**src/rtl/spi_rx_pkg.sv**
```systemverilog
package spi_rx_pkg;
  typedef enum logic [2:0] {
    ST_IDLE, ST_HUNT, ST_DATA, ST_CRCH, ST_CRCL, ST_DONE
  } rx_state_e;

  typedef enum logic [1:0] {
    ERR_NONE    = 2'd0,
    ERR_TIMEOUT = 2'd1,
    ERR_CRC     = 2'd2
  } rx_err_e;

  localparam logic [3:0]  TAG_NIB  = 4'hF;
  localparam logic [15:0] CRC_INIT = 16'hFFFF;
  localparam logic [15:0] CRC_POLY = 16'h1021;

  function automatic logic [15:0] crc16_byte(logic [15:0] crc, logic [7:0] b);
    logic [15:0] c;
    c = crc ^ {b, 8'h00};
    for (int i = 0; i < 8; i++) begin
      c = c[15] ? ((c << 1) ^ CRC_POLY) : (c << 1);
    end
    return c;
  endfunction
endpackage

```
**src/rtl/spi_rx_crc16.sv**
```systemverilog
module spi_rx_crc16
  import spi_rx_pkg::*;
(
  input  logic        clk_i,
  input  logic        rst_ni,
  input  logic        clr_i,
  input  logic        upd_i,
  input  logic [7:0]  byte_i,
  output logic [15:0] crc_o
);
  always_ff @(posedge clk_i or negedge rst_ni) begin
    if (!rst_ni)     crc_o <= CRC_INIT;
    else if (clr_i)  crc_o <= CRC_INIT;
    else if (upd_i)  crc_o <= crc16_byte(crc_o, byte_i);
  end

  a_r5_crc_seed: assert property (@(posedge clk_i) disable iff (!rst_ni)
    clr_i |=> crc_o == CRC_INIT);
endmodule

```
**src/rtl/spi_rx_hunt.sv**
```systemverilog
module spi_rx_hunt #(
  parameter int FILL_WIN   = 8,
  parameter int POLL_LIMIT = 100
) (
  input  logic clk_i,
  input  logic rst_ni,
  input  logic clr_i,
  input  logic step_i,
  input  logic single_i,
  output logic last_o
);
  localparam int MAXL = (FILL_WIN > POLL_LIMIT + 1) ? FILL_WIN : POLL_LIMIT + 1;
  localparam int CW   = $clog2(MAXL + 1);

  logic [CW-1:0] cnt_q;
  logic [CW-1:0] lim;

  assign lim    = single_i ? CW'(FILL_WIN) : CW'(POLL_LIMIT + 1);
  assign last_o = (cnt_q == lim - CW'(1));

  always_ff @(posedge clk_i or negedge rst_ni) begin
    if (!rst_ni)                cnt_q <= '0;
    else if (clr_i)             cnt_q <= '0;
    else if (step_i && !last_o) cnt_q <= cnt_q + CW'(1);
  end

  a_r3_hunt_bound: assert property (@(posedge clk_i) disable iff (!rst_ni)
    cnt_q < lim);
  a_r2_hunt_clear: assert property (@(posedge clk_i) disable iff (!rst_ni)
    clr_i |=> cnt_q == '0);
endmodule

```
**src/rtl/spi_rdpkt_rx.sv**
```systemverilog
module spi_rdpkt_rx
  import spi_rx_pkg::*;
#(
  parameter int PKT_BYTES  = 8192,
  parameter int POLL_LIMIT = 100,
  parameter int FILL_WIN   = 8,
  parameter int SIZE_W     = 24
) (
  input  logic              clk_i,
  input  logic              rst_ni,
  input  logic              start_i,
  input  logic              single_i,
  input  logic              clockless_i,
  input  logic              crc_en_i,
  input  logic [SIZE_W-1:0] size_i,
  output logic              busy_o,
  output logic              req_o,
  input  logic              rx_valid_i,
  input  logic [7:0]        rx_byte_i,
  output logic [7:0]        tx_byte_o,
  output logic              data_valid_o,
  output logic [7:0]        data_o,
  output logic              done_o,
  output logic              err_o,
  output logic [1:0]        err_code_o
);
  localparam int                PKT_W  = $clog2(PKT_BYTES + 1);
  localparam logic [SIZE_W-1:0] PKT_SZ = SIZE_W'(PKT_BYTES);
  localparam logic [SIZE_W-1:0] WORD_SZ = SIZE_W'(4);

  rx_state_e         state_q;
  rx_err_e           err_q;
  logic              single_q, ckl_q, crc_en_q;
  logic [SIZE_W-1:0] rem_q;
  logic [PKT_W-1:0]  pkt_left_q, first_len;
  logic [7:0]        crc_hi_q;
  logic [15:0]       crc_val;
  logic              accept, is_tag, hunt_last, chk_crc;

  assign req_o     = (state_q == ST_HUNT) || (state_q == ST_DATA) ||
                     (state_q == ST_CRCH) || (state_q == ST_CRCL);
  assign accept    = req_o && rx_valid_i;
  assign is_tag    = (rx_byte_i[7:4] == TAG_NIB);
  assign first_len = PKT_W'((rem_q > PKT_SZ) ? PKT_SZ : rem_q);
  assign chk_crc   = !(single_q && ckl_q);
  assign busy_o    = (state_q != ST_IDLE);
  assign done_o    = (state_q == ST_DONE);
  assign err_code_o = err_q;
  assign err_o     = (err_q != ERR_NONE);
  assign tx_byte_o = 8'h00;

  spi_rx_hunt #(.FILL_WIN(FILL_WIN), .POLL_LIMIT(POLL_LIMIT)) u_hunt (
    .clk_i    (clk_i),
    .rst_ni   (rst_ni),
    .clr_i    (state_q != ST_HUNT),
    .step_i   ((state_q == ST_HUNT) && accept && !is_tag),
    .single_i (single_q),
    .last_o   (hunt_last)
  );

  spi_rx_crc16 u_crc (
    .clk_i  (clk_i),
    .rst_ni (rst_ni),
    .clr_i  (state_q == ST_HUNT),
    .upd_i  ((state_q == ST_DATA) && accept),
    .byte_i (rx_byte_i),
    .crc_o  (crc_val)
  );

  always_ff @(posedge clk_i or negedge rst_ni) begin
    if (!rst_ni) begin
      state_q    <= ST_IDLE;
      err_q      <= ERR_NONE;
      single_q   <= 1'b0;
      ckl_q      <= 1'b0;
      crc_en_q   <= 1'b0;
      rem_q      <= '0;
      pkt_left_q <= '0;
      crc_hi_q   <= '0;
    end else begin
      unique case (state_q)
        ST_IDLE: if (start_i) begin
          single_q <= single_i;
          ckl_q    <= clockless_i;
          crc_en_q <= crc_en_i;
          err_q    <= ERR_NONE;
          rem_q    <= single_i ? WORD_SZ : size_i;
          state_q  <= (!single_i && size_i == '0) ? ST_DONE : ST_HUNT;
        end
        ST_HUNT: if (accept) begin
          if (is_tag) begin
            pkt_left_q <= first_len;
            state_q    <= ST_DATA;
          end else if (hunt_last) begin
            err_q   <= ERR_TIMEOUT;
            state_q <= ST_DONE;
          end
        end
        ST_DATA: if (accept) begin
          pkt_left_q <= pkt_left_q - PKT_W'(1);
          rem_q      <= rem_q - SIZE_W'(1);
          if (pkt_left_q == PKT_W'(1)) begin
            if (crc_en_q)                 state_q <= ST_CRCH;
            else if (rem_q == SIZE_W'(1)) state_q <= ST_DONE;
            else                          state_q <= ST_HUNT;
          end
        end
        ST_CRCH: if (accept) begin
          crc_hi_q <= rx_byte_i;
          state_q  <= ST_CRCL;
        end
        ST_CRCL: if (accept) begin
          if (chk_crc && ({crc_hi_q, rx_byte_i} != crc_val)) begin
            err_q   <= ERR_CRC;
            state_q <= ST_DONE;
          end else begin
            state_q <= (rem_q == '0) ? ST_DONE : ST_HUNT;
          end
        end
        ST_DONE: state_q <= ST_IDLE;
        default: state_q <= ST_IDLE;
      endcase
    end
  end

  always_ff @(posedge clk_i or negedge rst_ni) begin
    if (!rst_ni) begin
      data_valid_o <= 1'b0;
      data_o       <= '0;
    end else begin
      data_valid_o <= (state_q == ST_DATA) && accept;
      if ((state_q == ST_DATA) && accept) data_o <= rx_byte_i;
    end
  end

  a_r8_done_pulse: assert property (@(posedge clk_i) disable iff (!rst_ni)
    done_o |=> !done_o);
  a_r8_quiet_after_done: assert property (@(posedge clk_i) disable iff (!rst_ni)
    done_o |=> !req_o);
  a_r1_strobe_from_data: assert property (@(posedge clk_i) disable iff (!rst_ni)
    data_valid_o |-> $past(state_q == ST_DATA));
  a_r5_crc_err_needs_crc: assert property (@(posedge clk_i) disable iff (!rst_ni)
    (done_o && err_code_o == ERR_CRC) |-> crc_en_q);
  a_r6_clockless_no_crc_err: assert property (@(posedge clk_i) disable iff (!rst_ni)
    (done_o && single_q && ckl_q) |-> err_code_o != ERR_CRC);
  a_r10_cfg_stable: assert property (@(posedge clk_i) disable iff (!rst_ni)
    busy_o |=> ($stable(single_q) && $stable(crc_en_q) && $stable(ckl_q)));
  a_r4_data_bounds: assert property (@(posedge clk_i) disable iff (!rst_ni)
    (state_q == ST_DATA) |-> (pkt_left_q != '0 && rem_q != '0));
endmodule

```
**config.mk**
```make
export PLATFORM = sky130hd
export DESIGN_NAME = spi_rdpkt_rx
export DESIGN_NICKNAME = d
export VERILOG_FILES = /design/src/rtl/spi_rx_pkg.sv /design/src/rtl/spi_rx_crc16.sv /design/src/rtl/spi_rx_hunt.sv /design/src/rtl/spi_rdpkt_rx.sv
export SDC_FILE = /design/constraint.sdc
export NUM_CORES = 1
export LEC_CHECK = 0
export BUFFER_PORTS_ARGS = -buffer_cell sky130_fd_sc_hd__clkbuf_2
export CAP_MARGIN = 10
export CORE_MARGIN = 4
export CORE_UTILIZATION = 50
export DETAILED_ROUTE_END_ITERATION = 7
export PLACE_DENSITY_LB_ADDON = 0.05
export SLEW_MARGIN = 25
export SYNTH_ARGS = -nofsm -noshare
export SYNTH_HDL_FRONTEND = slang
export SYNTH_SLANG_ARGS = --single-unit
```
**constraint.sdc**
```tcl
create_clock -name clk_i -period 2.3 [get_ports clk_i]
set_input_delay 0.115 -clock clk_i [delete_from_list [all_inputs] [get_ports clk_i]]
set_output_delay 0.115 -clock clk_i [all_outputs]
set_load 0.02 [all_outputs]
```
# --- Word level (Yosys, flattened, before mapping) ---
# Index checks and enable logic that the tools add are counted.
op_classes:
  eq_ne: 22
  n_mux: 43
  n_reduce_logical: 31
  addsub: 4
  bitwise: 9
  n_lt_le_gt_ge: 1
ops:
  columns: ["cell", "count"]
  rows:
  - ["$mux W13", 8]
  - ["$mux W24", 3]
  - ["$mux W14", 4]
  - ["$logic_not A24 Y1", 2]
  - ["$pmux W24 S2", 1]
  - ["$mux W3", 13]
  - ["$mux W16", 2]
  - ["$pmux W14 S2", 1]
  - ["$eq A24 B1 Y1 const B", 1]
  - ["$gt A24 B14 Y1 const B", 1]
  - ["$not A3 Y3", 8]
  - ["$sub A24 B1 Y24 const B", 1]
  - ["$mux W7", 3]
  - ["$ne A16 B16 Y1", 1]
  - ["$ne A2 B2 Y1 const B", 8]
  - ["$xor A16 B16 Y16", 1]
  - ["$pmux W3 S5", 1]
  - ["$eq A14 B1 Y1 const B", 1]
  - ["$reduce_and A7 Y1", 2]
  - ["$sub A14 B1 Y14 const B", 1]
  - ["$mux W2", 6]
  - ["$reduce_bool A2 Y1", 5]
  - ["$logic_and A1 B1 Y1", 8]
  - ["$add A7 B1 Y7 const B", 1]
  - ["17 further kinds", 27]
word_totals:
  input_bits: 39
  reg_bits: 86
  elab_cells: 122
  out_inout_bits: 23

# --- Longest topological paths before layout ---
# Gate-level depths: netlist (run 1).
logic_depth:
  depth_word: 19
  ltp_mapped: 9
  ltp_nobuf: 7

# --- Modules after synthesis ---
# Synthesis (run 1) repeated with hierarchy kept, for this count alone.
unflattened:
  hier_cells: 565
  hier_area_um2: 5464.0
by_module_without_submodules:
  columns: ["mod", "cells_per_inst", "seq_area_each_um2", "area_each_um2", "n_inst"]
  rows:
  - ["spi_rdpkt_rx", 440, 1576.5, 3990.1, 1]
  - ["spi_rx_crc16", 80, 420.4, 1023.5, 1]
  - ["spi_rx_hunt", 45, 175.2, 450.4, 1]

# --- Least setup slack after synthesis (run 1) ---
# Ideal clock, no wire load.
synth_path:
  path_type: "register to register"
  startpoint: "reg pkt_left_q[0]"
  endpoint: "reg pkt_left_q[12]"
  path_buffers: 0
  setup_slack_ps: 206
  arrival_ps: 1968
  setup_ps: 126
  path_stages_with_launch: 8
  period_less_slack_ps: 2094
  t_required_ps: 2174
  cell_sequence: "dfrtp_1 > inv_1 > ha_1 > or3b_2 > or3_4 > nor4_4 > o21ai_1 > a221o_1"
synth_via:
  elab_chain_cells: 3
synth_rtl:
  columns: ["element", "line", "text"]
  rows:
  - ["start, declared", "spi_rdpkt_rx.sv:35", "logic [PKT_W-1:0] pkt_left_q, first_len;"]
  - ["start signal, assigned", "spi_rdpkt_rx.sv:92", "pkt_left_q <= first_len;"]
  - ["start signal, assigned", "spi_rdpkt_rx.sv:100", "pkt_left_q <= pkt_left_q - PKT_W'(1);"]
  - ["$sub A14 B1 Y14", "spi_rdpkt_rx.sv:100", null]
  - ["$mux W14", "spi_rdpkt_rx.sv:99", "ST_DATA: if (accept) begin"]
  - ["$pmux W14 S2", "spi_rdpkt_rx.sv:81", "unique case (state_q)"]
# No other way between the ends. The select of a mux whose other input is x is not followed.
# A chain may end at the register's enable or synchronous reset.

# --- Worst setup path after layout (run 1) ---
layout_path:
  startpoint: "reg pkt_left_q[1]"
  endpoint: "reg pkt_left_q[12]"
# Same word-level chain as after synthesis.

==> impl_results.md, run 1 <==
- Outcome: finished, final reports clean
- Share of layout cells above drive strength 1: about 22%
- Routed wl met2: roughly 6.5 mm
- Most frequently used flop master after synthesis: dfrtp_1
- Clk_skew: between 9 and 10 ps
- Die area: roughly 12000 µm²
- RSZ-0062 raised after global routing: no
- Vias in the first global route: around 4600
- Core area: 9950 µm²
- Synth Warn #: 0
- Initial antenna violation count: 0
- CTS root buf: clkbuf_8
- Leakage: 2.68 nW
- Wire length per cell: about 17 µm
- First-pass GRT wire length: around 23 mm
- PD cells: 1260 nW/µm²
- Fin nets: a little under 700
- TritonCTS Buffers: 9
- Final Critical Period: 2170 ps
- Sequential share of the synthesized area: around two fifths
- Initial DRC count: between 200 and 300
- Num rows: 36
- Die Ht: about 110 µm
- Synth-to-layout area growth: 15.6%
- Final WL: 13.5 mm
- Post-route DRC: 0
- Largest net degree at the start of global routing: around 50
- CTS tree: yes
- Sw Ratio: 42.9%
- Sink Count: 86
- Ant diodes: 0
- WS Path Type: reg2reg
- Fin Setup TNS: 0 ps
- DIE WIDTH: between 100 and 150 µm
- CP startpoint kind: flip-flop
- Final period utilization: ~94%
- Final GP Congestion: between 0.8 and 0.9
- Initial Utilization: roughly 52%
- Peak VDD IR: 739 µV
- WP data arrival: roughly 2400 ps
- Slew margin rel.: between 40% and 50%
- Final setup viols: 0
- Worst-margin pin slew: a little under 800 ps
- Setup WS post-layout: 127 ps
- Ports: between 60 and 70
- CTS Buffer Depth: 2
- Post-DR vias/cell: about 5.9
- Synthesized flop and latch total: 86
- P_sw: 3.25 mW
- Port buffer count: 53
- DP Worst Slack: 62.2 ps
- Library cells used by synthesis: between 70 and 80
- Fill count: 908
- Routed met3 length: about 600 µm
- Post-Syn Area: about 5200 µm²
- Post-synth ARST share: between 90% and 100%
- Max Fclk: approximately 460 MHz
- Vias: approximately 4600
- Cell Int Power: roughly 4.3 mW
- Register share of total power: a little under two fifths
- Fin Hold WS: approximately 40 ps
- Top sig layer: met4
- Post-synth EDFFs: 0
- Final Max Tran Viols: 0
- Total Power: approximately 7.6 mW
- Max-cap violations: 0
- Dpl hpwl: between 9 and 10 mm
- ANT nets after route: 0
- Critical path fanouts, max: 5
- Clock latency on the worst-skew pair: approximately 370 ps
- GRT overflow: 0
- Worst setup EP type: flip-flop
- Combinational Power Share: roughly half
- Setup bufs post-CTS: 0
- Drt first pass iters: 5
- Syn_area_per_cell: 9.14 µm²
- HP Class: in2reg
- Hold Vio Cnt, Final: 0
- Reg clk slew, reported paths: around 90 ps
- Worst endpoint required time: 2550 ps
- Clock Power Share: 14.6%
- H-Tree Depth: 3
- GRT Util Overall: a little under a quarter
- Mapped Cells: between 500 and 600
- Met1 wire length: approximately 6 mm
[cells by family (layout without fill, tap and decap cells)]
group                      after synthesis  after routing  synth area share (%)
adders and majority gates                6              6                  1.45
buffers and inverters                   51            121                  4.92
AOI/OAI and AO/OA                      158            158                  20.4
other                                    1              8                0.0723
DFF                                     86             86                  41.9
xor gates and xnor gates                43             43                  7.26
muxes                                   14             14                  2.94
and+or+nand+nor                        209            209                  21.1
[final cells by class]
class	count	area (µm²)	share of cell area [%]
multi-input combinational	438	2810	46.9
sequential	86	2170	36.2
timing repair buffer	91	598	9.97
tap	133	166	2.77
clock buffer	11	141	2.36
clock inverter	5	57.6	0.959
inverter	14	52.6	0.876
[layout by cell type, fill, tap and decap left out, types with 3 or more instances in the layout]
cell	netlist	routed
and3_1	10	10
conb_1	1	8
a31oi_1	14	14
o2bb2ai_1	5	5
a32oi_1	9	9
o21a_1	4	4
nand3_1	19	19
o211ai_1	14	14
mux2i_1	4	4
nor3b_1	6	5
dfrtp_1	70	70
xor2_1	7	7
buf_12	0	3
nor4_1	15	14
a21boi_0	4	4
nand4_1	13	13
dlygate4sd3_1	0	3
clkbuf_8	0	10
mux2_2	10	10
clkbuf_2	1	52
buf_4	10	33
nor2_1	39	39
a21oi_1	22	21
nand2_1	61	61
o31a_1	3	3
a221o_1	5	5
a22oi_1	7	7
dfstp_2	16	16
xnor2_1	36	36
o21ai_0	46	46
inv_1	14	14
ha_1	6	6
and2_1	5	5
or4_1	3	3
nor3_1	17	17
[metal layers]
metal / vias to the layer above / track usage, %
li1: 2238 / -
met2: 129 / 39.6
met1: 2228 / 31.1
met4: 0 / 8.99
met3: 26 / 4.35
met5: - / 0
[registers in the layout, summed over array words and instances (netlist names), 2 cells and up]
signal / cells
u_hunt.cnt_q: 7
u_crc.crc_o: 16
pkt_left_q: 14
crc_hi_q: 8
rem_q: 24
data_o: 8
state_q: 3
err_code_o: 2
[worst max-delay path, stage by stage, from the launching register on]
cell,delay [ps]
dfrtp_1,420
inv_1,110
ha_1,190
or3b_4,410
or3_4,360
nor4_4,150
o21ai_1,90
a221o_1,310
[through the flow]
stage | area (µm²) | util (%) | instances
finish | 6000 | 60.3 | 778
global route | 6000 | 60.3 | 778
CTS | 5980 | 60.1 | 778
detailed placement | 5760 | 57.8 | 759
global placement | 5760 | 57.8 | 759
floorplan | 5220 | - | 575
[cells in the mapped netlist (14+ instances only)]
| master | count | area [µm²] |
|---|---|---|
| nor4_1 | 15 | 93.8 |
| dfstp_2 | 16 | 420 |
| o211ai_1 | 14 | 105 |
| nor2_1 | 39 | 146 |
| o21ai_0 | 46 | 230 |
| a21oi_1 | 22 | 110 |
| dfrtp_1 | 70 | 1750 |
| nand3_1 | 19 | 95.1 |
| a31oi_1 | 14 | 87.6 |
| nor3_1 | 17 | 85.1 |
| xnor2_1 | 36 | 315 |
| clkbuf_1 | 18 | 67.6 |
| nand2_1 | 61 | 229 |
| inv_1 | 14 | 52.6 |
[power groups by stage]
stage,clock network (mW),registers [mW],logic [mW]
floorplan,0,2.70,2.49
global placement,0,2.78,3.58
detailed placement,0,2.81,3.65
CTS,1.14,2.78,3.67
global route,1.20,2.89,4.08
finish,1.10,2.80,3.68
[worst paths after layout]
check / cells past startpoint / to / slack [ps] / from
worst max-delay path: 7 / pkt_left_q[12] / 130 / pkt_left_q[1]
worst min-delay path: 3 / data_o[3] / 40 / rx_byte_i[3]
worst max register to register: 7 / pkt_left_q[12] / 130 / pkt_left_q[1]
worst min register to register: 2 / data_o[7] / 480 / data_o[7]
max in group asynchronous: 4 / u_crc.crc_o[9] / 1180 / rst_ni
min in group asynchronous: 2 / u_hunt.cnt_q[6] / 290 / rst_ni
[repair_timing]
item | in CTS | in global routing
hold buffers | 3 | 0
endpoints found under the setup margin | 0 | 4
hold endpoints to repair | 38 | 0
resized for setup | 0 | 3
(Power assumes the default switching activity.)
==> run 2: changes to the inputs <==
--- a/config.mk
+++ b/config.mk
@@ -14,4 +14,5 @@
 export SLEW_MARGIN = 25
 export SYNTH_ARGS = -nofsm -noshare
 export SYNTH_HDL_FRONTEND = slang
+export SYNTH_HIERARCHICAL = 1
 export SYNTH_SLANG_ARGS = --single-unit
==> run 2 against run 1 <==
Wire length grew 7.0%. Via count rose by 4.0%. Combinational power grew 26%. Area after synthesis increased by 5.3%. Sequential share of layout area shrank 2.9 points. Largest power group unchanged. First-iteration DRC count rose by 75%. Total power grew 15%. Register-to-register slack got worse by 130 ps. Die area is 4.9% higher.
==> impl_results.md, run 2 <==
- Critical path fanouts, max: 4 (-1)
- Post-Syn Area: 5460 µm² (+5.3%)
- Worst Hold Launch: size_i[0]
- Met1 wire length: 6.77 mm (+13%)
- Final core area utilization: 62.3% (+2.0 points)
- Port buffer count: 53 (unchanged)
- Final setup viols: 0 (unchanged)
- WP data arrival: 2590 ps (+170 ps)
- Yosys top cell by area: dfrtp_1
- TritonCTS Buffers: 9 (unchanged)
- Fin Hold WS: 32.9 ps (-7.85 ps)
- Core area: 10500 µm² (+5.1%)
- Most frequently used flop master after synthesis: dfrtp_1
- Largest regs: rem_q (24), u_crc/crc_o (16), pkt_left_q (14)
- Post-synth ARST share: 100% (unchanged)
- Syn_area_per_cell: 9.67 µm² (+5.9%)
- Sink Count: 86 (unchanged)
- Slew margin rel.: 62.4% (+15 points)
- Largest net degree at the start of global routing: 66 (+35%)
- GRT overflow: 0 (unchanged)
- Leakage: 2.85 nW (+6.4%)
- Share of layout cells above drive strength 1: 29.5% (+7.1 points)
- Synth Warn #: 6 (+6)
- Synth-to-layout area growth: 19.3%
- Die Ht: 113 µm (+2.4%)
- Final GP Congestion: 0.903 (+6.7%)
- Most common cell after layout, fill and taps aside: dfrtp_1
- Commonest cells in the synthesized netlist: dfrtp_1, o21ai_0, nor2_1
- CP startpoint kind: flip-flop
- Reg clk slew, reported paths: 80 ps (about the same)
- Outcome: finished, final reports clean
- Max-cap violations: 0 (unchanged)
- Fin Setup TNS: 0 ps (unchanged)
- Wire length per cell: 18.1 µm (+4.6%)
- Worst hold path endpoint: rem_q[0]
- Yosys top cell area share: 32.1% (-1.7 points)
- Dpl hpwl: 10.4 mm (+6.5%)
- DIE WIDTH: 113 µm (+2.4%)
- Clock latency on the worst-skew pair: 360 ps (about the same)
- Routed met3 length: 842 µm (+39%)
- Mapped Cells: 565 (-0.53%)
- Sequential share of the synthesized area: 39.8% (-2.1 points)
- Num rows: 37 (+2.8%)
- Worst-margin pin slew: 562 ps (-230 ps)
- Routed wl met2: 6.60 mm (+1.1%)
- FF-to-FF path depth: 5 (-2)
- Crit Reg-Reg Startpoint: pkt_left_q[6]
- Initial Utilization: 52.2% (+0.10 points)
- Compound-Gate Fraction of Synth Area: 21.3% (+0.97 points)
- Worst setup EP type: flip-flop
- RSZ-0062 raised after global routing: yes
- Fin cells: 796 (+2.3%)
- Most frequent cells in the layout: dfrtp_1, clkbuf_2, o21ai_0
- Synthesized-area fraction occupied by adder cells: 1.37% (-0.073 points)
- CTS Buffer Depth: 2 (unchanged)
- Clk_skew: 15.4 ps (+5.81 ps)
- PD cells: 1330 nW/µm² (+5.4%)
- Placed cell area: 6120 µm² (+6.4%)
- Largest Register: rem_q
- Fin nets: 700 (+2.2%)
- Final Max Tran Viols: 0 (unchanged)
- Library cells used by synthesis: 77 (+6.9%)
- Final period utilization: 100% (+5.5 points)
- Inst Count DP: 770 (+1.4%)
- Post-Layout Inst Area: 6520 µm² (+8.6%)
- Synthesized-area fraction occupied by and/or/nand/nor cells: 19.4% (-1.8 points)
- HP Class: in2reg
- Ant diodes: 0 (unchanged)
- Hold Vio Cnt, Final: 0 (unchanged)
- Reg2Reg Setup Slack: 0.5 ps (-130 ps)
- Ports: 62 (unchanged)
- Most numerous cell in the Yosys netlist: dfrtp_1
- Max Fclk: 435 MHz (-5.5%)
- Mux cell area share after synthesis: 4.08% (+1.1 points)
- Worst endpoint required time: 2590 ps (+40 ps)
- Top sig layer: met4
- Final Critical Period: 2300 ps (+127 ps)
- Largest cells by area after synthesis: dfrtp_1, dfstp_2, o21ai_0
- Final WL: 14.4 mm (+7.0%)
- Post-DR vias/cell: 6.04 (+1.6%)
- Xor and xnor area share after synthesis: 9.89% (+2.6 points)
- GRT Util Overall: 23.3% (-0.62 points)
- Post-synth EDFFs: 0 (unchanged)
- Initial antenna violation count: 0 (unchanged)
- CTS root buf: clkbuf_8
- First-pass GRT wire length: 23.9 mm (+5.9%)
- Die area: 12700 µm² (+4.9%)
- Synthesized flop and latch total: 86 (unchanged)
- Max reg flops: 24 (unchanged)
- Vias: 4804 (+4.0%)
- Largest family of logic cells by synthesized area: compound AO/OA/AOI/OAI gates
- Post-route DRC: 0 (unchanged)
- Endpoint of the worst register-to-register path: pkt_left_q[9]
- CTS tree: yes
- Vias in the first global route: 4640 (+0.94%)
- WHS Path Cells: 3 (unchanged)
- ANT nets after route: 0 (unchanged)
- Drt first pass iters: 5 (unchanged)
- Peak VDD IR: 757 µV (+2.4%)
- H-Tree Depth: 3 (unchanged)
- Initial DRC count: 438 (+75%)
- WS Path Type: reg2reg
## run 2: what timing repair did
action                                 CTS  global route
hold buffers                             3             0
gates resized for setup                  1            19
pin swaps                                0             7
endpoints found under the hold margin   23             0
setup endpoints to repair                1            23
buffers inserted                         0             7
## run 2: cell type report
type / instances / area (µm²)
Inverter: 14 / 52.6
Sequential cell: 86 / 2170
Multi-Input combinational cell: 438 / 3180
Tap cell: 136 / 170
Clock inverter: 5 / 82.6
Fill cell: 917 / 3950
Timing Repair Buffer: 106 / 714
Clock buffer: 11 / 141
## run 2: routing by layer
| layer | global-route usage (%) | vias to the layer above |
|---|---|---|
| met5 | 0 | - |
| met4 | 6.89 | 0 |
| met3 | 3.88 | 17 |
| met2 | 35.0 | 168 |
| met1 | 34.5 | 2343 |
| li1 | - | 2276 |
## run 2: cell families after synthesis
logic type               count (synthesis)
AO/OA/AOI/OAI                          173
XOR/XNOR                                44
adder cells (fa/ha/maj)                  6
buffers and inverters                   48
flip-flops                              86
multiplexers                            20
other                                    1
AND/OR/NAND/NOR                        187
## run 2: how the worst max path moves through the flow
stage                          startpoint       endpoint  cells after the start
after global routing      u_hunt/cnt_q[5]  pkt_left_q[9]                      6
after detailed placement    pkt_left_q[6]  pkt_left_q[9]                      5
after floorplan                 rem_q[14]     state_q[2]                      5
after global placement      pkt_left_q[1]  pkt_left_q[1]                      7
after CTS                   pkt_left_q[6]  pkt_left_q[9]                      5
final                       pkt_left_q[6]  pkt_left_q[9]                      5
## run 2: report_power, final
group | leakage, nW | total (mW) | switching, mW | internal, mW
combinational | 1.68 | 4.62 | 2.36 | 2.26
sequential | 1.06 | 2.84 | 0.612 | 2.23
clock | 0.114 | 1.21 | 0.568 | 0.647
## run 2: stage by stage
step                      total power [mW]  setup slack [ps]
after floorplan                       5.91               121
after global placement                7.20              65.3
after detailed placement              7.29              17.9
after CTS                             8.55              7.54
after global routing                  9.32             -79.9
final                                 8.68             0.482
## run 2: worst max-delay path, stage by stage (launching register included)
cell       delay (ps)
dfrtp_1           390
or4_4             580
o41ai_4           390
o2111ai_2         180
or4_4             540
o21ai_2           140
